File: src/rtl/edge_irq_pkg.sv
package edge_irq_pkg;

   // register selector codes shared by write and read paths
   typedef enum logic [1:0] {
      REG_PEND = 2'd0,
      REG_MASK = 2'd1,
      REG_POL  = 2'd2,
      REG_NONE = 2'd3
   } eirq_reg_e;

   localparam int SEL_W = 2;

endpackage

File: src/rtl/edge_irq_sync.sv
module edge_irq_sync #(
   parameter int WIDTH  = 8,
   parameter int STAGES = 2
) (
   input  logic             clk,
   input  logic             rst_n,
   input  logic [WIDTH-1:0] d,
   output logic [WIDTH-1:0] q
);

   if (WIDTH < 1)  $error("edge_irq_sync: WIDTH must be at least 1");
   if (STAGES < 2) $error("edge_irq_sync: STAGES must be at least 2");

   logic [WIDTH-1:0] stage_q [STAGES];

   for (genvar s = 0; s < STAGES; s++) begin : g_stage
      if (s == 0) begin : g_first
         always_ff @(posedge clk or negedge rst_n) begin
            if (!rst_n) stage_q[s] <= '0;
            else        stage_q[s] <= d;
         end
      end else begin : g_next
         always_ff @(posedge clk or negedge rst_n) begin
            if (!rst_n) stage_q[s] <= '0;
            else        stage_q[s] <= stage_q[s-1];
         end
      end
   end

   assign q = stage_q[STAGES-1];

endmodule

File: src/rtl/edge_irq_detect.sv
module edge_irq_detect #(
   parameter int WIDTH = 8
) (
   input  logic             clk,
   input  logic             rst_n,
   input  logic [WIDTH-1:0] level,
   input  logic [WIDTH-1:0] falling_sel,
   output logic [WIDTH-1:0] hit
);

   if (WIDTH < 1) $error("edge_irq_detect: WIDTH must be at least 1");

   logic [WIDTH-1:0] level_prev_q;

   always_ff @(posedge clk or negedge rst_n) begin
      if (!rst_n) level_prev_q <= '0;
      else        level_prev_q <= level;
   end

   // the comparison is between two real samples, so flipping the
   // polarity alone never manufactures a transition
   for (genvar c = 0; c < WIDTH; c++) begin : g_chan
      logic went_up;
      logic went_down;
      assign went_up   =  level[c] & ~level_prev_q[c];
      assign went_down = ~level[c] &  level_prev_q[c];
      assign hit[c]    = falling_sel[c] ? went_down : went_up;
   end

endmodule

File: src/rtl/edge_irq_regs.sv
module edge_irq_regs
   import edge_irq_pkg::*;
#(
   parameter int WIDTH = 8
) (
   input  logic             clk,
   input  logic             rst_n,
   input  logic             wr_en,
   input  logic [SEL_W-1:0] wr_sel,
   input  logic [WIDTH-1:0] wr_data,
   input  logic [SEL_W-1:0] rd_sel,
   input  logic [WIDTH-1:0] hit,
   output logic [WIDTH-1:0] pend_q,
   output logic [WIDTH-1:0] mask_q,
   output logic [WIDTH-1:0] pol_q,
   output logic [WIDTH-1:0] rd_data,
   output logic             irq
);

   eirq_reg_e wsel, rsel;
   logic [WIDTH-1:0] pend_d;

   assign wsel = eirq_reg_e'(wr_sel);
   assign rsel = eirq_reg_e'(rd_sel);

   // detected transitions are OR-ed in last so they override a clearing write
   always_comb begin
      if (wr_en && wsel == REG_PEND) pend_d = wr_data | hit;
      else                           pend_d = pend_q  | hit;
   end

   always_ff @(posedge clk or negedge rst_n) begin
      if (!rst_n) begin
         pend_q <= '0;
         mask_q <= '0;
         pol_q  <= '0;
      end else begin
         pend_q <= pend_d;
         if (wr_en && wsel == REG_MASK) mask_q <= wr_data;
         if (wr_en && wsel == REG_POL)  pol_q  <= wr_data;
      end
   end

   always_comb begin
      unique case (rsel)
         REG_PEND: rd_data = pend_q;
         REG_MASK: rd_data = mask_q;
         REG_POL:  rd_data = pol_q;
         default:  rd_data = '0;
      endcase
   end

   assign irq = |(pend_q & mask_q);

endmodule

File: src/rtl/edge_irq_ctrl.sv
module edge_irq_ctrl
   import edge_irq_pkg::*;
#(
   parameter int NCH         = 8,
   parameter int SYNC_STAGES = 2
) (
   input  logic             clk,
   input  logic             rst_n,
   input  logic [NCH-1:0]   irq_pin,
   input  logic             wr_en,
   input  logic [SEL_W-1:0] wr_sel,
   input  logic [NCH-1:0]   wr_data,
   input  logic [SEL_W-1:0] rd_sel,
   output logic [NCH-1:0]   rd_data,
   output logic             irq_req
);

   if (NCH < 1 || NCH > 64) $error("edge_irq_ctrl: NCH must lie in 1..64");
   if (SYNC_STAGES < 2)     $error("edge_irq_ctrl: SYNC_STAGES must be at least 2");

   logic [NCH-1:0] pin_sync;
   logic [NCH-1:0] edge_hit;
   logic [NCH-1:0] pend_q;
   logic [NCH-1:0] mask_q;
   logic [NCH-1:0] pol_q;

   edge_irq_sync #(.WIDTH(NCH), .STAGES(SYNC_STAGES)) u_sync (
      .clk   (clk),
      .rst_n (rst_n),
      .d     (irq_pin),
      .q     (pin_sync)
   );

   edge_irq_detect #(.WIDTH(NCH)) u_detect (
      .clk         (clk),
      .rst_n       (rst_n),
      .level       (pin_sync),
      .falling_sel (pol_q),
      .hit         (edge_hit)
   );

   edge_irq_regs #(.WIDTH(NCH)) u_regs (
      .clk     (clk),
      .rst_n   (rst_n),
      .wr_en   (wr_en),
      .wr_sel  (wr_sel),
      .wr_data (wr_data),
      .rd_sel  (rd_sel),
      .hit     (edge_hit),
      .pend_q  (pend_q),
      .mask_q  (mask_q),
      .pol_q   (pol_q),
      .rd_data (rd_data),
      .irq     (irq_req)
   );

endmodule

File: config.mk
export PLATFORM = sky130hd
export DESIGN_NAME = edge_irq_ctrl
export DESIGN_NICKNAME = d
export VERILOG_FILES = /design/src/rtl/edge_irq_pkg.sv /design/src/rtl/edge_irq_sync.sv /design/src/rtl/edge_irq_detect.sv /design/src/rtl/edge_irq_regs.sv /design/src/rtl/edge_irq_ctrl.sv
export SDC_FILE = /design/constraint.sdc
export NUM_CORES = 1
export LEC_CHECK = 0
export ABC_AREA = 1
export CORE_ASPECT_RATIO = 0.8
export CORE_MARGIN = 2
export CORE_UTILIZATION = 25
export DETAILED_ROUTE_END_ITERATION = 6
export PLACE_DENSITY_LB_ADDON = 0.12
export SYNTH_ARGS = -nofsm -noshare
export SYNTH_HDL_FRONTEND = slang
export SYNTH_SLANG_ARGS = --single-unit
File: constraint.sdc
create_clock -name clk -period 1.14 [get_ports clk]
set_input_delay 0.171 -clock clk [delete_from_list [all_inputs] [get_ports clk]]
set_output_delay 0.171 -clock clk [all_outputs]
set_load 0.05 [all_outputs]
Word level (Yosys, flattened, before mapping) --
Cells that the tools add are included.
Storage, ports and cells: bits in registers 48, output and inout bits 9, logic and storage cells 61
Operators by class: equality and inequality tests 4, multiplexer cells 10, bitwise gates (word level) 35, reduce and logical (&&, ||, !) cells 6
Operator list (number):
- $pmux 8 s3 | 1
- $and 1x1->1 | 16
- $not 1->1 | 16
- $or 8x8->8 | 2
- $and 8x8->8 | 1
- $mux 1 | 8
- $mux 8 | 1
- $reduce_or 8->1 | 1
- $eq 2x1->1 const B | 2
- $eq 2x2->1 const B | 2
- $logic_not 2->1 | 2
- $logic_and 1x1->1 | 3

Logic depth before layout (Yosys ltp) --
Gate-level depths: netlist (run 1).
word-level depth 5, gate-level depth with buffers 6

By module --
From an unflattened synthesis (run 1), not the netlist that was laid out.
Second synthesis, totals: cells, all modules 237, area, all modules 2098.3 µm²
Modules (own cells, without submodules):
- edge_irq_regs | instances 1, cells each 157, area each 1237.4 µm², seq. area each 600.6 µm²
- edge_irq_sync | instances 1, cells each 24, area each 460.4 µm², seq. area each 400.4 µm²
- edge_irq_detect | instances 1, cells each 56, area each 400.4 µm², seq. area each 200.2 µm²

Worst setup path before layout (run 1) --
No wires, ideal clock.
kind input -> output, start point input port rd_sel[1], end point output port rd_data[3], arrival 0.972 ns, path slack -0.003 ns, stages 4, path through inv_1 > nor2_1 > nand2_1 > nand3_1
Between the ends: longest elaborated chain between the ends 2, elaborated cells between the ends (all ways) 4
Ends and longest elaborated chain:
- from (decl) | line edge_irq_ctrl.sv:13 | input logic [SEL_W-1:0] rd_sel,
- $eq 2x2->1, or another cell as far along | line edge_irq_regs.sv:45 | unique case (rsel)
- $pmux 8 s3 (*) | line edge_irq_regs.sv:45
- to (decl) | line edge_irq_ctrl.sv:14 | output logic [NCH-1:0] rd_data,
Every way passes the cells marked *; elsewhere a longest branch is shown, timed or not.

Final worst setup path (run 1) --
start point register u_regs.pend_q[0], end point output port irq_req
Between the ends: longest elaborated chain between the ends 2
Ends and longest elaborated chain:
- from (decl) | line edge_irq_regs.sv:13 | output logic [WIDTH-1:0] pend_q,
- from (signal assigned) | line edge_irq_regs.sv:38 | pend_q <= pend_d;
- $and 8x8->8 | line edge_irq_regs.sv:53 | assign irq = |(pend_q & mask_q);
- $reduce_or 8->1 | line edge_irq_regs.sv:53
- to (decl) | line edge_irq_ctrl.sv:15 | output logic irq_req
No other way between the ends.

==> impl_metrics.tcl, run 1 <==
set metrics [dict create \
    synthSimpleGateAreaFrac_pct 26.1 \
    grtUsageMet1_pct 17.2 \
    wl_per_cell_um 11.9 \
    synth_top_area_cell "dfrtp_1" \
    clockRootBuffer "clkbuf_8" \
    synthesis.area_um2 2040 \
    synth-compound-area-share_pct 5.40 \
    die_area_um2 8900 \
    maxCapViolCount 0 \
    syn_inst 227 \
    crit_fanout 2 \
    r2r_setup_slack_ns 0.26 \
    cts.sink_count 48 \
    grt-ovfl-total 0 \
    syn-num-nets 250 \
    use_met3_pct 2.87 \
    violations "negative setup slack" \
    ys_ff_latch 48 \
    synthTopCellsByCount "65 x nand2_1, 48 x dfrtp_1, 43 x inv_1, 41 x nand3_1" \
    synth.most_common_cell "nand2_1" \
    grt.total_usage_pct 12.0 \
    fin_ws_ns -0.290 \
    power.density_nw_per_um2 1480 \
    port_buffers 31 \
    period_share_pct 125 \
    num_vias 1623 \
    path_clk_slew_ns 0.09 \
    drive_gt1_share_pct 31.6 \
    tritoncts "done" \
    synthMuxAreaShare_pct 0 \
    cts.path.max_buffers 2 \
    rsz0062_at_grt "yes" \
    rows 29 \
    synth_area_per_cell_um2 8.98 \
    syn_to_final_growth_pct 51.9 \
    critical_path_arrival_ns 1.26 \
    r2r_end "u_regs.pend_q[6]" \
    period_needed_ns 1.43 \
    gp_congestion 0.759 \
    placed_area_um2 2730 \
    start_util_pct 25.8 \
    io_pins 32 \
    finalSetupViolCount 9 \
    hold_path_depth 1 \
    core_um2 7910 \
    synth_fa_ha_area_share_pct 0 \
    skew_ns 0.00388 \
    grt_pass1_wl_um 8230 \
    synth_cell_types 13 \
    grt-busiest-layer "met2" \
    vias_per_cell 4.04 \
    startpoint_type "register" \
    first_iter_violations 35 \
    yosysSeqAreaShare_pct 58.9 \
    hold_slack_ns 0.294 \
    ys_warn_count 0 \
    hold_violations 0 \
    clock.fmax_ghz 0.699 \
    synth_top_area_share_pct 58.9 \
    crit_slowest_cell "dfrtp_1" \
    dr.pass1.iters 6 \
    antenna_cells 0 \
    grt_pass1_vias 1644 \
    wirelength_um 4780 \
    worstHoldStart "irq_pin[4]" \
    cts_buffers 5 \
    r2r_cells 5 \
    synthTopCellsByArea "dfrtp_1 59%, nand2_1 12%, nand3_1 10%" \
    post-place-ws_ns -0.698 \
    antenna_left 0 \
    gr-usage-met2_pct 17.8 \
    p_leak_nw 1.58 \
    slew_violations 0 \
    synthArstFlopShare_pct 100 \
    status "complete, but fails checks" \
    cpMostUsedCell "nand2_1" \
    cp_cell_sequence "nand2_1, nand2_1, nor2_2, nand3b_1, buf_12" \
    drc 0 \
    critPathCaptureType "primary output" \
    synth-edff-count 0 \
    yosys_most_used_dff "dfrtp_1" \
    fin_setup_tns_ns -1.40 \
    design_area_um2 3100 \
    die_height_um 84.8 \
    holdPathEnd "u_sync.stage_q[12]" \
    synth_xor_area_share_pct 0 \
    cp_data_required_time_ns 0.97 \
    final_util_pct 39.2 \
    place_hpwl_um 3400 \
    ir_drop_mv 0.511 \
    clock_latency_ns 0.30 \
    worstHoldPathType "input port to register" \
    grt_max_degree 49 \
    fin_nets 316 \
    synth_top_family_by_area "simple AND/OR/NAND/NOR gates" \
    worstSetupPathType "register to primary output" \
    worst_pin_slew_ns 0.269 \
    slew_headroom_pct 82.0 \
    htreeDepth 2 \
    rr_startpoint "u_regs.pol_q[6]" \
    slowest_delay_ns 0.39 \
    antenna_found_initial 0 \
    die_x_um 105 \
]
-- metal layers --
layer	vias to the layer above	routed length, um
met2	30	2080
met3	8	168
met5	-	0
met4	0	68
met1	750	2460
li1	835	-
-- what timing repair did --
action / in CTS / in global routing
resized for setup: 42 / 15
pin swaps: 14 / 8
hold buffers: 1 / 0
hold endpoints to repair: 48 / 0
setup buffers: 7 / 2
endpoints found under the setup margin: 9 / 10
-- stage by stage --
step / total power [mW] / std cells
2_1_floorplan: 2.55 / 227
3_3_place_gp: 3.10 / 385
3_5_place_dp: 3.11 / 385
4_1_cts: 4.62 / 401
5_1_grt: 4.86 / 402
6_report: 4.60 / 402
-- registers in the layout (all words and copies together) (netlist names) --
signal,cells
u_sync.stage_q,8
u_regs.pol_q,8
u_regs.mask_q,8
u_sync.q,8
u_detect.level_prev_q,8
u_regs.pend_q,8
-- worst max path at each step --
stage / startpoint / endpoint / slack [ns]
4_1_cts: u_regs.pend_q[3] / irq_req / -0.33
2_1_floorplan: u_regs.pend_q[2] / irq_req / 0.01
6_report: u_regs.pend_q[0] / irq_req / -0.29
5_1_grt: u_regs.pend_q[3] / irq_req / -0.38
3_5_place_dp: rd_sel[1] / rd_data[2] / -0.70
3_3_place_gp: rd_sel[1] / rd_data[6] / -0.69
-- power by group --
part | leakage [nW] | switching (mW) | internal, mW
combinational | 0.956 | 0.630 | 0.622
clock | 0.0645 | 0.568 | 0.774
sequential | 0.561 | 0.122 | 1.88
-- worst max-delay path: cells and delay by family (launching register included) --
family                 cells  cell delay (ns)
and+or+nand+nor            4             0.40
buffers and inverters      1             0.18
DFF                        1             0.39
-- placed cells by master (no fill, tap or decap) --
master / synthesis / final
buf_12: 0 / 10
buf_2: 0 / 2
buf_4: 0 / 19
buf_6: 3 / 10
bufinv_16: 0 / 1
clkbuf_2: 0 / 1
clkbuf_8: 0 / 7
clkdlybuf4s50_1: 0 / 19
dfrtp_1: 48 / 48
dlygate4sd3_1: 0 / 1
inv_1: 43 / 41
inv_2: 0 / 2
nand2_1: 65 / 50
nand2_2: 2 / 10
nand2_4: 2 / 9
nand3_1: 41 / 33
nand3_2: 0 / 4
nand3_4: 1 / 5
nand3b_1: 1 / 1
nor2_2: 2 / 3
nor2_4: 0 / 2
o21ai_0: 8 / 7
o21ai_1: 0 / 1
o21ai_2: 8 / 8
-- cell families after synthesis --
group	Yosys count
flops	48
compound gates	16
buf+inv	46
simple gates	117
-- layout make-up --
class | count | area [um^2]
Sequential cell | 48 | 1200
Clock buffer | 7 | 96.3
Multi-Input combinational cell | 133 | 803
Tap cell | 108 | 135
Inverter | 43 | 161
Clock inverter | 1 | 30.0
Fill cell | 812 | 4810
Timing Repair Buffer | 62 | 671
No activity file was read; power rests on OpenSTA's default activity.
==> run 2: changes to the inputs <==
Settings changed: CELL_PAD_IN_SITES_DETAIL_PLACEMENT set to 0, CELL_PAD_IN_SITES_GLOBAL_PLACEMENT set to 2, RECOVER_POWER set to 50.
==> run 2 against run 1 <==
The flow still finishes with violations (negative setup slack); wire length increased by 3.8%; via count fell by 0.31%; critical path depth did not move; total power down 6.6%; final cell count decreased by 1.5%; fmax grew 2.2%; hold slack improved by 0.062 ns; critical path type unchanged; critical endpoint unchanged; largest cell class unchanged; largest power group unchanged; highest routed layer unchanged.
==> impl_metrics.tcl, run 2 (synthesis results as in run 1) <==
set metrics [dict create \
    grt_max_degree 49 \
    maxCapViolCount 0 \
    hold_violations 0 \
    nFillCells 829 \
    place_hpwl_um 3340 \
    wl_per_cell_um 12.5 \
    layout_common_cells "48 x dfrtp_1, 42 x nand2_1, 41 x inv_1, 33 x nand3_1, 17 x nand2_2" \
    antenna_left 0 \
    startpoint_type "register" \
    violations "negative setup slack" \
    tritoncts "done" \
    antenna_cells 0 \
    core_um2 7910 \
    cpMostUsedCell "nand2_1" \
    rsz0062_at_grt "yes" \
    first_iter_violations 108 \
    clockRootBuffer "clkbuf_8" \
    fin_nets 310 \
    cp_cell_sequence "nand2_1, nand2_1, nor2_1, nand3b_1, buf_6" \
    slew_headroom_pct 58.0 \
    die_area_um2 8900 \
    antenna_found_initial 0 \
    cp_top_family "flip-flops" \
    crit_slowest_cell "dfrtp_1" \
    hold_slack_ns 0.355 \
    post-place-ws_ns -0.378 \
    period_share_pct 123 \
    cts_buffers 5 \
    cts.path.max_buffers 2 \
    cts.sink_count 48 \
    dr.pass1.iters 4 \
    final_util_pct 38.4 \
    num_vias 1618 \
    critical_path_arrival_ns 1.23 \
    slowest_delay_ns 0.41 \
    grt-ovfl-total 0 \
    instances_no_fill 396 \
    fin_ws_ns -0.258 \
    start_util_pct 25.8 \
    port_buffers 31 \
    worst_pin_slew_ns 0.629 \
    die_height_um 84.8 \
    power.density_nw_per_um2 1410 \
    drive_gt1_share_pct 32.6 \
    critical_path_buf_inv_count 1 \
    path_clk_slew_ns 0.09 \
    clock.fmax_ghz 0.715 \
    finalSetupViolCount 9 \
    io_pins 32 \
    skew_ns 0.00453 \
    status "complete, but fails checks" \
    critPathCaptureType "primary output" \
    grt_pass1_wl_um 7940 \
    cp_data_required_time_ns 0.97 \
    grt_pass1_vias 1516 \
    vias_per_cell 4.09 \
    fin_setup_tns_ns -1.25 \
    gp_congestion 0.686 \
    period_needed_ns 1.40 \
    worstSetupPathType "register to primary output" \
    layout_commonest_cell "dfrtp_1" \
    dpl.cell_count 381 \
    grt.total_usage_pct 11.8 \
    die_x_um 105 \
    rows 29 \
    wirelength_um 4970 \
    worstHoldPathType "register to register" \
    syn_to_final_growth_pct 49.0 \
    htreeDepth 2 \
    drc 0 \
    p_leak_nw 1.55 \
    ir_drop_mv 0.476 \
    slew_violations 0 \
    clock_latency_ns 0.30 \
    crit_fanout 2 \
]
[run 2: cell count changes in the layout (fill, tap and decap cells not counted), moves of 6 or more]
| cell | change |
|---|---|
| nand2_2 | +7 |
| clkdlybuf4s50_1 | -8 |
| nand2_1 | -8 |
| buf_4 | -6 |
| dlygate4sd3_1 | +8 |
[run 2: worst paths after layout]
| kind | start | to | slack (ns) | cells after the start |
|---|---|---|---|---|
| max reg2reg | u_regs.pol_q[6] | u_regs.pend_q[6] | 0.24 | 5 |
| min | u_sync.stage_q[8] | u_sync.q[0] | 0.36 | 0 |
| min in group asynchronous | rst_n | u_detect.level_prev_q[3] | 0.52 | 3 |
| min reg2reg | u_sync.stage_q[8] | u_sync.q[0] | 0.36 | 0 |
| max in group asynchronous | rst_n | u_regs.pend_q[7] | 0.19 | 3 |
| max | u_regs.pend_q[3] | irq_req | -0.26 | 5 |
[run 2: layer usage]
| layer | vias up | GRT usage, % | wire length, um |
|---|---|---|---|
| li1 | 829 | - | - |
| met1 | 751 | 18.0 | 2550 |
| met2 | 33 | 16.5 | 2180 |
| met3 | 5 | 2.95 | 195 |
| met4 | 0 | 2.91 | 39 |
| met5 | - | 0 | 0 |
[run 2: layout make-up]
type / count / area (um^2) / share of cell area [%]
Inverter: 43 / 161 / 5.31
Multi-Input combinational cell: 133 / 831 / 27.3
Timing Repair Buffer: 56 / 617 / 20.3
Sequential cell: 48 / 1200 / 39.5
Clock buffer: 6 / 82.6 / 2.72
Clock inverter: 2 / 10.0 / 0.329
Tap cell: 108 / 135 / 4.45
[run 2: where the power goes]
part,leakage (nW),total [mW],switching [mW],internal [mW]
logic,0.938,1.20,0.616,0.589
clock network,0.0510,1.06,0.571,0.486
registers,0.561,2.03,0.151,1.88
total,1.55,4.29,1.34,2.95
[run 2: repair_timing]
action                                  CTS  global route
endpoints found under the setup margin    9             9
pin swaps                                17            11
gates resized for setup                  39            24
hold buffers                              1             0
buffers inserted                          2             4
hold endpoints to repair                 48             0
[run 2: per-stage QoR]
stage | total power, mW | area (um^2)
2_1_floorplan | 2.55 | 2050
3_3_place_gp | 3.09 | 2700
3_5_place_dp | 3.09 | 2700
4_1_cts | 4.29 | 2950
5_1_grt | 4.54 | 3040
6_report | 4.29 | 3040
